==> src/rtl/sftx_pkg.sv <==
package sftx_pkg;
  // Width of a counter that must hold the values 0 through n.
  function automatic int unsigned cnt_width(input int unsigned n);
    return (n < 2) ? 1 : $clog2(n + 1);
  endfunction
endpackage

==> src/rtl/sftx_frame_build.sv <==
module sftx_frame_build #(
  parameter int unsigned START_W = 1,
  parameter int unsigned DATA_W  = 8,
  parameter int unsigned STOP_W  = 1,
  localparam int unsigned TOT_W  = START_W + DATA_W + STOP_W
) (
  input  logic [DATA_W-1:0] word,
  output logic [TOT_W-1:0]  frame
);
  // Bit TOT_W-1 goes out first: the start bits sit at the top, then the word
  // (its MSB first), then the stop bits at the bottom.
  for (genvar i = 0; i < STOP_W; i++) begin : g_stop
    assign frame[i] = 1'b1;
  end
  for (genvar i = 0; i < DATA_W; i++) begin : g_data
    assign frame[STOP_W + i] = word[i];
  end
  for (genvar i = 0; i < START_W; i++) begin : g_start
    assign frame[STOP_W + DATA_W + i] = 1'b0;
  end
endmodule

==> src/rtl/sftx_bit_counter.sv <==
module sftx_bit_counter #(
  parameter int unsigned TOT_W = 3,
  localparam int unsigned CW   = sftx_pkg::cnt_width(TOT_W)
) (
  input  logic clk,
  input  logic rst_n,
  input  logic load,
  output logic busy,
  output logic last
);
  logic [CW-1:0] left_q;  // bits still to be sent, counting the current one

  always_ff @(posedge clk) begin
    if (!rst_n)              left_q <= '0;
    else if (load)           left_q <= CW'(TOT_W);
    else if (left_q != '0)   left_q <= left_q - 1'b1;
  end

  assign busy = (left_q != '0);
  assign last = (left_q == CW'(1));
endmodule

==> src/rtl/sftx_shifter.sv <==
module sftx_shifter #(
  parameter int unsigned TOT_W = 3
) (
  input  logic             clk,
  input  logic             rst_n,
  input  logic             load,
  input  logic             adv,
  input  logic [TOT_W-1:0] frame,
  output logic             line
);
  logic [TOT_W-1:0] sr_q;

  always_ff @(posedge clk) begin
    if (!rst_n)     sr_q <= '1;
    else if (load)  sr_q <= frame;
    else if (adv)   sr_q <= {sr_q[TOT_W-2:0], 1'b1};  // refill with idle level
  end

  assign line = sr_q[TOT_W-1];
endmodule

==> src/rtl/sync_frame_tx.sv <==
module sync_frame_tx #(
  parameter int unsigned START_W = 2,
  parameter int unsigned DATA_W  = 8,
  parameter int unsigned STOP_W  = 2
) (
  input  logic              clk,
  input  logic              rst_n,
  input  logic              s_valid,
  output logic              s_ready,
  input  logic [DATA_W-1:0] s_data,
  output logic              busy,
  output logic              txd
);
  localparam int unsigned TOT_W = START_W + DATA_W + STOP_W;

  logic [TOT_W-1:0] frame;
  logic             accept;
  logic             last;

  sftx_frame_build #(.START_W(START_W), .DATA_W(DATA_W), .STOP_W(STOP_W)) u_build (
    .word  (s_data),
    .frame (frame)
  );

  sftx_bit_counter #(.TOT_W(TOT_W)) u_cnt (
    .clk   (clk),
    .rst_n (rst_n),
    .load  (accept),
    .busy  (busy),
    .last  (last)
  );

  sftx_shifter #(.TOT_W(TOT_W)) u_sh (
    .clk   (clk),
    .rst_n (rst_n),
    .load  (accept),
    .adv   (busy),
    .frame (frame),
    .line  (txd)
  );

  // Ready while idle or on the final stop bit, so back-to-back frames need no gap.
  assign s_ready = !busy || last;
  assign accept  = s_valid && s_ready;
endmodule

==> config.mk <==
export PLATFORM = sky130hd
export DESIGN_NAME = sync_frame_tx
export DESIGN_NICKNAME = d
export VERILOG_FILES = /design/src/rtl/sftx_pkg.sv /design/src/rtl/sftx_frame_build.sv /design/src/rtl/sftx_bit_counter.sv /design/src/rtl/sftx_shifter.sv /design/src/rtl/sync_frame_tx.sv
export SDC_FILE = /design/constraint.sdc
export NUM_CORES = 1
export LEC_CHECK = 0
export BUFFER_PORTS_ARGS = -buffer_cell sky130_fd_sc_hd__buf_4
export CAP_MARGIN = 20
export CORE_AREA = 2 2 54 56
export DETAILED_ROUTE_END_ITERATION = 8
export DIE_AREA = 0 0 56 58
export GPL_TIMING_DRIVEN = 0
export PLACE_DENSITY = 0.54
export SKIP_CTS_REPAIR_TIMING = 1
export SLEW_MARGIN = 15
export SYNTH_ARGS = -nofsm -noshare
export SYNTH_HDL_FRONTEND = slang
export SYNTH_HIERARCHICAL = 1
export SYNTH_SLANG_ARGS = --single-unit
==> constraint.sdc <==
create_clock -name clk -period 5.3 [get_ports clk]
set_input_delay 1.06 -clock clk [delete_from_list [all_inputs] [get_ports clk]]
set_output_delay 1.06 -clock clk [all_outputs]
set_load 0.03 [all_outputs]
Word level (Yosys, flattened, before mapping)
Index checks and enable logic that the tools add are counted.
Widths: inputs -> output; s select.
Storage, ports and cells
  output and inout bits: 3
  bits in registers: 14
  latch bits: 0
  ROM bits: 0
  memories kept: 0
  input port bits: 11
  RAM bits: 0
Operators by class
  reduce and logical (&&, ||, !) cells: 6
  muxes and demuxes: 4
  $mul: 0
  add/subtract/negate cells: 1
  div/mod/pow operators: 0
  $lt $le $gt $ge: 0
  bitwise operators: 1
  shifts and indexed selects: 0
  equal/unequal tests: 1
Operator list (count)
  $mux 12: 2
  $mux 4: 2
  $eq 4x1->1 const B: 1
  $reduce_bool 4->1: 1
  $sub 4x1->4 const B: 1
  $reduce_bool 2->1: 1
  $reduce_or 2->1: 1
  $logic_and 1x1->1: 1
  $logic_not 1->1: 1
  $logic_or 1x1->1: 1
  $not 1->1: 1

Depth between registers and ports, before layout
Gate-level depths: netlist (run 1).
  depth after elaboration: 5
  mapped depth: 9

Cells and area by module
Netlist (run 1), hierarchy kept.
By module, submodules not included
  sftx_shifter: seq. area each 240.2 um2, instances 1, cells each 53, area an instance 546.8 um2
  sftx_bit_counter: seq. area each 80.1 um2, instances 1, cells each 24, area an instance 211.5 um2
  sftx_frame_build: seq. area each 0.0 um2, instances 1, cells each 14, area an instance 97.6 um2
  sync_frame_tx: seq. area each 0.0 um2, instances 1, cells each 2, area an instance 22.5 um2

Least setup slack after synthesis (run 1)
No wires, ideal clock.
  path kind: register -> output
  from: register u_cnt.left_q[0]
  to: output port s_ready
  slack: 2.733 ns
  data arrival time: 1.507 ns
  data required time: 4.240 ns
  stages on the path, launching flop included: 6
  buffers on the path: 1
  path through: dfxtp_1 > inv_1 > ha_1 > or3b_1 > clkbuf_1 > nand2b_4
On the way
  longest elaborated chain between the ends: 3
  elaborated cells between the ends (all ways): 4
Ends and longest elaborated chain
  start: declaration: line sftx_bit_counter.sv:11  | logic [CW-1:0] left_q;
  start signal: assignment: line sftx_bit_counter.sv:15  | else if (load) left_q <= CW'(TOT_W);
  start signal: assignment: line sftx_bit_counter.sv:16  | else if (left_q != '0) left_q <= left_q - 1'b1;
  $reduce_bool 4->1: line sftx_bit_counter.sv:19  | assign busy = (left_q != '0);
  via busy: line sync_frame_tx.sv:11  | output logic busy,
  $logic_not 1->1: line sync_frame_tx.sv:43  | assign s_ready = !busy || last;
  $logic_or 1x1->1: line sync_frame_tx.sv:43
  end: declaration: line sync_frame_tx.sv:9  | output logic s_ready,
The timed path passes the listed nets, and every way through them passes these cells.

Worst setup path after layout (run 1)
  from: register u_cnt.left_q[0]
  to: output port busy
On the way
  longest elaborated chain between the ends: 1
Ends and longest elaborated chain (line)
  $reduce_bool 4->1: sftx_bit_counter.sv:19
  end: declaration: sync_frame_tx.sv:11
No other way between the ends.

==> reports/qor.csv, run 1 <==
metric,value,unit
static leakage,0.494,nW
placed instance area,962,µm²
IO Count,14,
Final Hold Fails,0,
clk slew on worst S/H paths,0.09,ns
Tightest Pin Transition,0.533,ns
leading area contributor after synthesis,dfxtp_1,
WP data arrival,1.80,ns
die height,58,µm
clk_lat worst skew,0.27,ns
top post-synthesis cells by area,"dfxtp_1, mux2i_1, buf_4, and3b_1, a21oi_1",
remaining global-route overflow,0,
status,"complete, no violations",
critical path cell sequence,inv_1 -> ha_1 -> or3b_1 -> clkbuf_1 -> buf_4,
CTS HTree Levels,1,
maximum root-to-sink buffer count,2,
#FFs+latches synth,16,
clk sinks,16,
first-pass iteration count of the detailed router,4,
post-route ant nets,0,
startpoint types,register,
Worst path max stage delay,0.42,ns
wire per inst,9.64,µm
maximum clock rate,0.349,GHz
Slew Limit Headroom,64.5,%
Tot GR Track Use,9.11,%
Syn-to-layout area delta,13.7,%
Post-Layout Inst Area,998,µm²
Syn Area/Cell,9.44,µm²
routability cong.,0.656,
dpl hpwl,967,µm
peak supply drop,263,µV
via count,588,
Total Routed Length,1300,µm
Yosys warning total,6,
drc violations,0,
Clock Skew,0.00249,ns
CTS root buffer,clkbuf_4,
setup TNS,0,ns
Final period util,54.0,%
Core ar.,0.00266,mm²
Fillers,299,
total power,0.000563,W
register area share after synthesis,36.5,%
crit path max fanout,8,
Slew Limit Fails,0,
std cell rows,19,
Post-Synthesis Cell Area,878,µm²
Worst Setup Path Type,register to output port,
pwr/cell area,564,mW/mm²
share of post-route cells with drive strength above 1,25.0,%
RSZ-0062 raised after global routing,no,
worst min-delay path category,register to register,
port bufs,5,
CTS Buf Count,3,
initial antenna violation count,0,
Final Setup Violations,0,
slowest cell on the critical path,clkbuf_1,
vias in the first global route,575,
die width,56,µm
nets,118,
initial drt markers,2,
TritonCTS clock tree,yes,
Initial Util,33.0,%
Critical Path RT,4.24,ns
CP Capture Type,output port,
Worst path top cell family by delay,buffers and inverters,
Tmin final,2.86,ns
Gate Count Post-Synth,93,
count of different cell masters after synthesis,24,
routed vias/inst,4.36,
pin count of the biggest net entering global routing,11,
post-synth top area share,36.5,%
Die ar.,0.00325,mm²
CP bufs+invs,3,
max-cap violations,0,
global-route wire length before repair,2330,µm
n_diodes,0,
==> cells in the mapped netlist <==
cell type / n
nor2b_1: 2
and3b_1: 10
o21ai_0: 1
a21oi_1: 12
and2_4: 1
buf_2: 1
nand2_1: 2
xnor2_1: 1
nand2b_4: 1
ha_1: 2
inv_1: 4
mux2_2: 1
mux2i_1: 12
conb_1: 2
or3b_1: 1
a2bb2oi_1: 1
nor2_1: 2
nor3_1: 3
clkbuf_1: 3
a2111oi_1: 1
nor3b_1: 1
buf_6: 1
buf_4: 12
dfxtp_1: 16
==> registers in the layout (all words and copies together) (netlist names) <==
name	flops
u_cnt/left_q	4
u_sh/sr_q	12
==> metrics by stage <==
step	hold WS [ns]	std cells	setup slack, ns	utilization [%]
floorplan	0.493	95	2.73	-
global placement	0.513	131	2.74	36.1
detailed placement	0.521	131	2.73	36.1
CTS	0.534	135	2.42	37.5
global route	0.563	135	2.25	37.5
finish	0.531	135	2.44	37.5
==> final cells by class <==
type	instances	area [µm²]	area share [%]
Inverter	4	15.0	1.50
Buffer	17	118	11.8
Multi-Input combinational cell	58	433	43.4
Timing Repair Buffer	5	37.5	3.76
Clock buffer	4	36.3	3.63
Sequential cell	16	320	32.1
Tap cell	31	38.8	3.88
==> worst paths after layout <==
kind / endpoint / slack (ns) / start / depth (start not counted)
setup / recovery: busy / 2.44 / u_cnt/left_q[0] / 5
hold / removal: u_cnt/left_q[1] / 0.53 / u_cnt/left_q[1] / 2
setup reg to reg: u_sh/sr_q[10] / 3.04 / u_cnt/left_q[0] / 9
hold reg to reg: u_cnt/left_q[1] / 0.53 / u_cnt/left_q[1] / 2
==> power by group <==
group,total [W],switching (W),internal (W)
Sequential,0.000187,0.0000259,0.000161
Combinational,0.000298,0.000156,0.000142
Clock,0.0000771,0.0000354,0.0000417
Total,0.000563,0.000217,0.000345
==> logic make-up after synthesis <==
kind of cell	count (synthesis)	share of synthesized area (%)
AO/OA/AOI/OAI	15	9.54
other	2	0.855
buffers and inverters	21	15.1
XOR/XNOR	1	0.997
AND/OR/NAND/NOR	23	19.2
adder cells (fa/ha/maj)	2	2.85
flip-flops	16	36.5
multiplexers	13	15.0
==> per-layer routing <==
metal  up-vias  GRT usage (%)  wire, µm
li1        324              -         -
met1       252           9.59       591
met2        12           17.3       646
met3         0           2.68        64
met4         0           3.06         0
met5         -              0         0
==> cells in the final DEF, fill, tap and decap left out <==
cell type,Yosys,final
nor2b_1,2,2
nor2_1,2,2
conb_1,2,4
and3b_1,10,10
nand2_1,2,2
ha_1,2,2
o21ai_0,1,1
nor3_1,3,3
buf_2,1,1
xnor2_1,1,1
dfxtp_1,16,16
and2_4,1,1
a21oi_1,12,12
nor3b_1,1,1
a2bb2oi_1,1,1
clkbuf_8,0,1
mux2i_1,12,12
or3b_1,1,1
nand2b_4,1,1
clkbuf_1,3,3
buf_4,12,17
buf_6,1,1
mux2_2,1,1
a2111oi_1,1,1
inv_1,4,4
clkbuf_4,0,3
==> worst min-delay path, delay by kind of cell (launching register included) <==
family	cells	cell delay (ns)
simple gates	1	0.10
compound gates	1	0.06
flops	1	0.33
Note: power is estimated with default switching activity, not from simulation.
==> run 2: changes to the inputs <==
--- a/config.mk
+++ b/config.mk
@@ -11,7 +11,7 @@
 export DETAILED_ROUTE_END_ITERATION = 8
 export DIE_AREA = 0 0 56 58
 export GPL_TIMING_DRIVEN = 0
-export PLACE_DENSITY = 0.54
+export PLACE_DENSITY = 0.56
 export SKIP_CTS_REPAIR_TIMING = 1
 export SLEW_MARGIN = 15
 export SYNTH_ARGS = -nofsm -noshare
==> constraint.sdc (replaced) <==
create_clock -name clk -period 2.4 [get_ports clk]
set_input_delay 0.48 -clock clk [delete_from_list [all_inputs] [get_ports clk]]
set_output_delay 0.48 -clock clk [all_outputs]
set_load 0.03 [all_outputs]
==> reports/qor.csv, run 2 (synthesis gave the netlist of run 1 again) <==
metric,value,unit
Switching Fraction,38.5,%
maximum clock rate,0.467,GHz
CTS HTree Levels,1,
Clock Skew,0.00246,ns
Tmin final,2.14,ns
WP data arrival,1.66,ns
worst min-delay path category,primary input to register,
std cell rows,19,
Worst Setup Path Type,register to output port,
RSZ-0062 raised after global routing,no,
clk_lat worst skew,0.28,ns
Total Routed Length,1370,µm
Tot GR Track Use,10.0,%
Int Power,0.000769,W
global-route wire length before repair,2540,µm
pin count of the biggest net entering global routing,11,
peak supply drop,937,µV
Largest Register,u_sh/sr_q,
TritonCTS clock tree,yes,
max-cap violations,0,
Core ar.,0.00266,mm²
status,"complete, no violations",
static leakage,0.491,nW
vias in the first global route,616,
n_diodes,0,
routed vias/inst,4.54,
"commonest non-fill, non-tap cell in the layout",buf_4,
"commonest non-fill, non-tap cells in the layout","buf_4, dfxtp_1, mux2i_1, a21oi_1, and3b_1",
Comb power frac,52.8,%
wire per inst,10.3,µm
Worst R2R Path Depth,8,
drc violations,0,
biggest regs,"u_sh/sr_q x12, u_cnt/left_q x4",
share of post-route cells with drive strength above 1,26.5,%
CTS Buf Count,3,
total power,0.00125,W
Layout Cells excl Fill,133,
Die ar.,0.00325,mm²
routability cong.,0.646,
post-route ant nets,0,
Final Hold Fails,0,
initial drt markers,3,
Critical Path RT,1.92,ns
Initial Util,33.0,%
Placed Cells incl. Taps,131,
die height,58,µm
CP Capture Type,output port,
clk sinks,16,
remaining global-route overflow,0,
switching power,0.000482,W
sequential power share,33.2,%
max reg flops,12,
clk slew on worst S/H paths,0.09,ns
maximum root-to-sink buffer count,2,
Final Setup Violations,0,
initial antenna violation count,0,
crit path max fanout,8,
Final period util,89.2,%
crit path from,u_cnt/left_q[0],
Syn-to-layout area delta,13.1,%
first-pass iteration count of the detailed router,4,
fraction of power consumed by the clock network,14.0,%
Fin Hold WS,0.435,ns
reg2reg end,u_sh/sr_q[3],
CTS root buffer,clkbuf_4,
IO Count,14,
Worst Setup EP,s_ready,
via count,604,
worst r2r src,u_cnt/left_q[0],
startpoint types,register,
pwr/cell area,1260,mW/mm²
port bufs,5,
setup TNS,0,ns
Slew Limit Fails,0,
nets,116,
dpl hpwl,1010,µm
"reg-to-reg slack, setup",0.47,ns
die width,56,µm
run 2: cell types whose count changed in the layout (fill, tap and decap cells not counted), sizes merged:
| cell | previous run | this run |
|---|---|---|
| clkbuf | 7 | 5 |
run 2: power by group through the flow:
stage	Combinational (W)	Sequential (W)	Clock [W]
after global placement	0.000664	0.000418	0
final	0.000661	0.000415	0.000175
after global routing	0.000730	0.000428	0.000197
after CTS	0.000677	0.000415	0.000184
after detailed placement	0.000677	0.000422	0
after floorplan	0.000530	0.000417	0
run 2: worst min path at each step:
stage                         start         endpoint  cells after the start
detailed placement  u_cnt/left_q[1]  u_cnt/left_q[1]                      2
floorplan              u_sh/sr_q[0]     u_sh/sr_q[0]                      2
global placement       u_sh/sr_q[0]     u_sh/sr_q[0]                      2
global route              s_data[7]     u_sh/sr_q[9]                      2
CTS                       s_data[7]     u_sh/sr_q[9]                      2
finish                    s_data[7]     u_sh/sr_q[9]                      2
run 2: stage by stage:
stage,util (%),setup WS (ns),instance area [µm²]
after CTS,37.5,0.0431,998
after detailed placement,36.1,0.100,962
after global placement,36.1,0.158,962
after floorplan,-,0.150,886
final,37.3,0.259,993
after global routing,37.3,0.158,993
run 2: area by class of cell:
cell class                      instances  area, µm²
Inverter                                4       15.0
Fill cell                             282       1670
Buffer                                 15        110
Timing Repair Buffer                    5       37.5
Sequential cell                        16        320
Clock buffer                            4       36.3
Multi-Input combinational cell         58        435
Tap cell                               31       38.8
run 2: critical path, stage by stage (launching register included):
cell	delay (ns)
dfxtp_1	0.36
inv_1	0.07
ha_1	0.20
or3b_4	0.48
nand2b_4	0.10
buf_4	0.15
run 2: metal layers:
metal	global-route usage (%)	routed length (µm)
met1	11.2	626
met2	17.1	662
met3	2.01	38
met4	7.14	46
met5	0	0
